### src/rtl/rst_cause_pkg.sv
package rst_cause_pkg;
  localparam int FLAG_W    = 8;
  localparam int BIT_PWR   = 7;
  localparam int BIT_PIN   = 6;
  localparam int BIT_WDOG  = 5;
  localparam int BIT_OP    = 4;
  localparam int BIT_FETCH = 3;
  localparam int BIT_MON   = 2;
  localparam int BIT_LOWV  = 1;
  typedef logic [FLAG_W-1:0] flags_t;
endpackage

### src/rtl/rst_cause_mon_detect.sv
module rst_cause_mon_detect #(
  parameter int          VEC_W = 8,
  parameter logic [VEC_W-1:0] BLANK = '1
) (
  input  logic             clk_i,
  input  logic             rst_ni,
  input  logic             pwr_on_i,
  input  logic             vec_chk_i,
  input  logic [VEC_W-1:0] vec_hi_i,
  input  logic [VEC_W-1:0] vec_lo_i,
  input  logic             irq_high_i,
  output logic             mon_evt_o
);
  logic armed_q;

  // one check per power-on; power-on re-arms
  always_ff @(posedge clk_i or negedge rst_ni) begin
    if (!rst_ni)        armed_q <= 1'b1;
    else if (pwr_on_i)  armed_q <= 1'b1;
    else if (vec_chk_i) armed_q <= 1'b0;
  end

  assign mon_evt_o = armed_q && vec_chk_i && irq_high_i &&
                     (vec_hi_i == BLANK) && (vec_lo_i == BLANK);
endmodule

### src/rtl/rst_cause_event_map.sv
module rst_cause_event_map
  import rst_cause_pkg::*;
(
  input  logic   pwr_on_i,
  input  logic   pin_i,
  input  logic   wdog_i,
  input  logic   bad_op_i,
  input  logic   bad_addr_i,
  input  logic   fetch_i,
  input  logic   mon_i,
  input  logic   low_volt_i,
  output flags_t set_o
);
  always_comb begin
    set_o            = '0;
    set_o[BIT_PWR]   = pwr_on_i;
    set_o[BIT_PIN]   = pin_i;
    set_o[BIT_WDOG]  = wdog_i;
    set_o[BIT_OP]    = bad_op_i;
    set_o[BIT_FETCH] = bad_addr_i & fetch_i;
    set_o[BIT_MON]   = mon_i;
    set_o[BIT_LOWV]  = low_volt_i;
  end
endmodule

### src/rtl/rst_cause_flag_store.sv
module rst_cause_flag_store
  import rst_cause_pkg::*;
(
  input  logic   clk_i,
  input  logic   rst_ni,
  input  logic   pwr_on_i,
  input  logic   clr_i,
  input  flags_t set_i,
  output flags_t flags_o
);
  flags_t flags_q, flags_d;
  flags_t rst_val;

  always_comb begin
    rst_val          = '0;
    rst_val[BIT_PWR] = 1'b1;
  end

  // power-on wipes; otherwise clear-on-read, then events win
  always_comb begin
    if (pwr_on_i)   flags_d = set_i;
    else if (clr_i) flags_d = set_i;
    else            flags_d = flags_q | set_i;
    flags_d[0] = 1'b0;
  end

  always_ff @(posedge clk_i or negedge rst_ni) begin
    if (!rst_ni) flags_q <= rst_val;
    else         flags_q <= flags_d;
  end

  assign flags_o = flags_q;

  assert_pwr_wipe_R2: assert property (@(posedge clk_i) disable iff (!rst_ni)
    pwr_on_i |=> flags_q[BIT_PWR] && ((flags_q & ~$past(set_i)) == '0));
  assert_keep_bits_R3: assert property (@(posedge clk_i) disable iff (!rst_ni)
    (!pwr_on_i && !clr_i) |=> (($past(flags_q) & ~flags_q) == '0));
  assert_clear_R5: assert property (@(posedge clk_i) disable iff (!rst_ni)
    (clr_i && set_i == '0) |=> flags_q == '0);
  assert_event_wins_R6: assert property (@(posedge clk_i) disable iff (!rst_ni)
    (clr_i && !pwr_on_i) |=> flags_q == $past(set_i));
  assert_bit0_zero_R10: assert property (@(posedge clk_i) disable iff (!rst_ni)
    flags_q[0] == 1'b0);
endmodule

### src/rtl/rst_cause_capture.sv
module rst_cause_capture
  import rst_cause_pkg::*;
#(
  parameter int               ADDR_W   = 16,
  parameter logic [ADDR_W-1:0] REG_ADDR = 16'hFE01,
  parameter int               VEC_W    = 8
) (
  input  logic              clk_i,
  input  logic              rst_ni,
  input  logic              pwr_on_evt_i,
  input  logic              pin_evt_i,
  input  logic              wdog_evt_i,
  input  logic              bad_op_evt_i,
  input  logic              bad_addr_evt_i,
  input  logic              fetch_i,
  input  logic              low_volt_evt_i,
  input  logic              vec_chk_i,
  input  logic [VEC_W-1:0]  vec_hi_i,
  input  logic [VEC_W-1:0]  vec_lo_i,
  input  logic              irq_high_i,
  input  logic              rd_en_i,
  input  logic [ADDR_W-1:0] addr_i,
  output logic [FLAG_W-1:0] rdata_o
);
  logic   mon_evt;
  logic   rd_hit;
  flags_t set_vec;
  flags_t flags;

  rst_cause_mon_detect #(.VEC_W(VEC_W), .BLANK({VEC_W{1'b1}})) i_mon (
    .clk_i      (clk_i),
    .rst_ni     (rst_ni),
    .pwr_on_i   (pwr_on_evt_i),
    .vec_chk_i  (vec_chk_i),
    .vec_hi_i   (vec_hi_i),
    .vec_lo_i   (vec_lo_i),
    .irq_high_i (irq_high_i),
    .mon_evt_o  (mon_evt)
  );

  rst_cause_event_map i_map (
    .pwr_on_i   (pwr_on_evt_i),
    .pin_i      (pin_evt_i),
    .wdog_i     (wdog_evt_i),
    .bad_op_i   (bad_op_evt_i),
    .bad_addr_i (bad_addr_evt_i),
    .fetch_i    (fetch_i),
    .mon_i      (mon_evt),
    .low_volt_i (low_volt_evt_i),
    .set_o      (set_vec)
  );

  assign rd_hit = rd_en_i && (addr_i == REG_ADDR);

  rst_cause_flag_store i_store (
    .clk_i    (clk_i),
    .rst_ni   (rst_ni),
    .pwr_on_i (pwr_on_evt_i),
    .clr_i    (rd_hit),
    .set_i    (set_vec),
    .flags_o  (flags)
  );

  assign rdata_o = rd_hit ? {flags[FLAG_W-1:1], 1'b0} : '0;

  assert_fetch_only_R7: assert property (@(posedge clk_i) disable iff (!rst_ni)
    (bad_addr_evt_i && !fetch_i) |-> !set_vec[BIT_FETCH]);
  assert_miss_quiet_R9: assert property (@(posedge clk_i) disable iff (!rst_ni)
    (!rd_hit && !pwr_on_evt_i && set_vec == '0) |=> $stable(flags));
  assert_mon_needs_irq_R8: assert property (@(posedge clk_i) disable iff (!rst_ni)
    !irq_high_i |-> !set_vec[BIT_MON]);
endmodule

### config.mk
export PLATFORM = sky130hd
export DESIGN_NAME = rst_cause_capture
export DESIGN_NICKNAME = d
export VERILOG_FILES = /design/src/rtl/rst_cause_pkg.sv /design/src/rtl/rst_cause_mon_detect.sv /design/src/rtl/rst_cause_event_map.sv /design/src/rtl/rst_cause_flag_store.sv /design/src/rtl/rst_cause_capture.sv
export SDC_FILE = /design/constraint.sdc
export NUM_CORES = 1
export LEC_CHECK = 0
export ABC_AREA = 1
export ABC_CLOCK_PERIOD_IN_PS = 2200
export BUFFER_PORTS_ARGS = -buffer_cell sky130_fd_sc_hd__buf_4
export CORE_MARGIN = 4
export CORE_UTILIZATION = 35
export CTS_BUF_LIST = sky130_fd_sc_hd__clkbuf_16
export DETAILED_ROUTE_END_ITERATION = 8
export PLACE_DENSITY = 0.81
export REMOVE_ABC_BUFFERS = 1
export SYNTH_ARGS = -nofsm -noshare
export SYNTH_HDL_FRONTEND = slang
export SYNTH_HIERARCHICAL = 1
export SYNTH_SLANG_ARGS = --single-unit
### constraint.sdc
create_clock -name clk_i -period 2.2 [get_ports clk_i]
set_input_delay 0.22 -clock clk_i [delete_from_list [all_inputs] [get_ports clk_i]]
set_output_delay 0.22 -clock clk_i [all_outputs]
set_load 0.03 [all_outputs]
; Word level (Yosys, flattened, before mapping)
; Index checks and enable logic that the tools add are counted.
[op_classes]
n_reduce_logical = 6
multipliers = 0
n_eq_ne = 3
addsub = 0
shifts = 0
div = 0
n_lt_le_gt_ge = 0
n_mux = 5
bitwise_logic = 2
[op_table]
columns = operator, n
row1 = $mux 8, 3
row2 = $eq 16x16->1 const B, 1
row3 = $eq 8x8->1 const B, 2
row4 = $or 8x8->8, 1
row5 = $logic_and 1x1->1, 5
row6 = $mux 1, 2
row7 = $reduce_bool 2->1, 1
row8 = $and 1x1->1, 1
[word_totals]
input_bits = 44
out_inout_bits = 8
latch_bits = 0
ramBits = 0
wordCells = 18
mem_bits_ro = 0
register_bits = 8
mem_count = 0

; Logic depth before layout (Yosys ltp)
[logic_depth]
word_depth = 7
depth_mapped = 8
ltp_nobuf = 8

; Modules after synthesis
; Netlist, hierarchy kept.
[by_module_without_submodules]
columns = module, area_each_um2, n_inst, seq_area_each_um2, cells_per_inst
row1 = rst_cause_flag_store, 277.8, 1, 176.4, 31
row2 = rst_cause_capture, 212.7, 1, 0.0, 32
row3 = rst_cause_mon_detect, 105.1, 1, 26.3, 20
row4 = rst_cause_event_map, 63.8, 1, 0.0, 10

; Worst setup path after synthesis
; No wires, ideal clock.
[synth_path]
path_kind = input port to output port
startpoint = input port addr_i[7]
endpoint = output port rdata_o[1]
t_arrival_ns = 1.002
stages = 3
path_buffers = 0
path_slack_ns = 0.978
required_ns = 1.980
path_cell_list = nor2_1 nand3_4 nor3_2
[synth_between]
elab_chain_cells = 3
[synth_lines]
columns = item, line_no
row1 = start: declaration, rst_cause_capture.sv:22  ; input logic [ADDR_W-1:0] addr_i,
row2 = $eq 16x16->1, rst_cause_capture.sv:53  ; assign rd_hit = rd_en_i && (addr_i == REG_ADDR);
row3 = $logic_and 1x1->1, rst_cause_capture.sv:53
row4 = $mux 8, rst_cause_capture.sv:64  ; assign rdata_o = rd_hit ? {flags[FLAG_W-1:1], 1'b0} : '0;
row5 = end: declaration, rst_cause_capture.sv:23  ; output logic [FLAG_W-1:0] rdata_o
; Every way passes these cells.

; Worst setup path in the final report
[layout_path]
startpoint = register i_store.flags_q[7] (netlist: i_store/flags_o[7])
endpoint = output port rdata_o[7]
[layout_between]
elab_chain_cells = 1
[layout_lines]
columns = item, line_no
row1 = start: declaration, rst_cause_flag_store.sv:11  ; flags_t flags_q, flags_d;
row2 = start signal: assignment, rst_cause_flag_store.sv:28  ; if (!rst_ni) flags_q <= rst_val;
row3 = start signal: assignment, rst_cause_flag_store.sv:29  ; else flags_q <= flags_d;
row4 = $mux 8, rst_cause_capture.sv:64
; Every way passes these cells.

==> reports/results.ini <==
[critical_path]
r2r_start = i_mon/armed_q
critPathMaxFanout = 2
ff2ff_path_depth = 6
ff2ff_setup_slack_ns = 1.22
crit_arrival_ns = 1.15
crit_required_ns = 1.98
cp_cell_sequence = inv_1 > nor3_2 > buf_4
start_kind = flop
worst-setup-path-type = flop to output port
critPathMaxStageDelay_ns = 0.52
end_kind = output port
rr_endpoint = i_store/flags_o[2]
cpMaxStageDelayCell = dfstp_2

[outcome]
status = finished clean

[timing]
period_needed_ns = 1.37
max_clock_freq_mhz = 730
slew_viol_final = 0
fin_skew_ns = 0.0000826
rsz0062_at_grt = no
setup_viol = 0
finalCritPeriodShare = 0.623
timing.setup.tns_ns = 0
finalHoldViolCount = 0

[global_routing]
grt_pass1_wl_mm = 2.79
antenna_found_initial = 0
grt_pass1_vias = 736
grtUsageTotal = 0.145
grt_max_degree = 9
grt-ovfl-total = 0

[clock_tree]
htreeDepth = 1
cts_buffers = 3
cts-root-buf = clkbuf_16
cts.sinks = 8
clk_path_buf_depth = 2
insertion_delay_ns = 0.23
cts_tree = done
clk_pin_slew_ns = 0.03

[run]
drv_cap = 0

[final_layout]
nets = 182
nFillCells = 168
diodes = 0
regArea_um2 = 203
drive_above_1_share = 0.504
multi_input_area_um2 = 310
syn_to_final_growth_pct = 69.5
stdcell_count = 162

[hold_path]
hp-start = vec_chk_i
holdPathStages = 2
hold_path_end = i_mon/armed_q
hold_class = input port to flop

[place]
gp_congestion = 0.709
dp_hpwl_mm = 1.46
place_inst = 157
portBuffers = 50

[floorplanning]
coreArea_mm2 = 0.00173
dieArea_mm2 = 0.00257
std_cell_rows = 15
dieWidth_um = 50.7
io_pins = 52
die_h_um = 50.7
initial_utilization = 0.369

[power]
p_sw_frac = 0.193
combinationalPowerShare = 0.178
p_per_area_mw_per_mm2 = 524
power_uw = 566
pwr-share-seq = 0.289
clockPowerShare = 0.533
internal-power_uw = 457
switchingPower_uw = 109
vdd_drop_max_uv = 496
p_leak_uw = 0.000588

[yosys]
syn_avg_cell_area_um2 = 7.16
synth_area_um2 = 637
synth_cells = 89
yosysWarnings = 6

[route]
drc = 0
drtAntennaViolNets = 0
wl_mm = 1.67
wl_per_cell_um = 10.3
drt_iter0_markers = 9
vias_per_cell = 4.19
first_pass_iters = 4
dr_total_vias = 679

-- layout by cell type, fill, tap and decap left out --
cell / instances
nand3_4: 2
clkbuf_16: 3
dfstp_2: 2
dlygate4sd3_1: 1
nor2_1: 9
buf_4: 50
conb_1: 1
nor3_4: 1
inv_1: 20
nor3_2: 7
nand3_1: 1
nor2_2: 3
dfrtp_1: 6
nor2_4: 1
nand2_1: 29
o21bai_1: 1
-- critical path, delay by kind of cell (launching register included) --
kind / cells / cell delay, ns
DFF: 1 / 0.52
and+or+nand+nor: 1 / 0.17
buffers and inverters: 2 / 0.23
-- power groups by stage --
stage,logic [uW],clock network (uW),registers [uW]
after global placement,96.9,0,164
final,101,302,163
after detailed placement,100,0,165
after CTS,103,312,163
after floorplan,33.3,0,164
after global routing,112,322,164
-- worst max-delay path by stage --
stage / end / slack [ns] / startpoint
final: rdata_o[7] / 0.83 / i_store/flags_o[7]
after global placement: rdata_o[3] / 0.93 / addr_i[7]
after detailed placement: rdata_o[7] / 0.92 / addr_i[5]
after floorplan: rdata_o[1] / 0.98 / addr_i[7]
after CTS: rdata_o[7] / 0.82 / i_store/flags_o[7]
after global routing: rdata_o[7] / 0.76 / i_store/flags_o[7]
-- sequential cells by signal (all words and copies together), names as in the netlist --
name,flops
i_store/flags_o,7
i_mon/armed_q,1
-- routing by layer --
layer | up-vias | GRT usage | wire length [um]
met4 | 0 | 0.0807 | 12
met2 | 32 | 0.289 | 939
met3 | 2 | 0.0475 | 193
met5 | - | 0 | 0
li1 | 350 | - | -
met1 | 295 | 0.120 | 526
-- what timing repair did --
item,in CTS,in global routing
gates resized for setup,0,0
setup buffers,0,0
endpoints found under the hold margin,8,0
hold buffers,1,0
-- through the flow --
stage	hold WS, ns	setup WS, ns	util	cell area [um^2]
after global placement	0.0401	0.931	0.574	991
after floorplan	-0.0756	0.978	-	584
final	0.159	0.830	0.625	1080
after global routing	0.164	0.764	0.625	1080
after CTS	0.156	0.816	0.625	1080
after detailed placement	0.0430	0.916	0.574	991
-- layout make-up --
cell class                      instances  share of cell area
Inverter                               19              0.0660
Sequential cell                         8               0.188
Multi-Input combinational cell         55               0.287
Clock buffer                            3              0.0695
Tap cell                               25              0.0290
Clock inverter                          1             0.00348
Timing Repair Buffer                   51               0.357
Note: power is estimated with default switching activity, not from simulation.
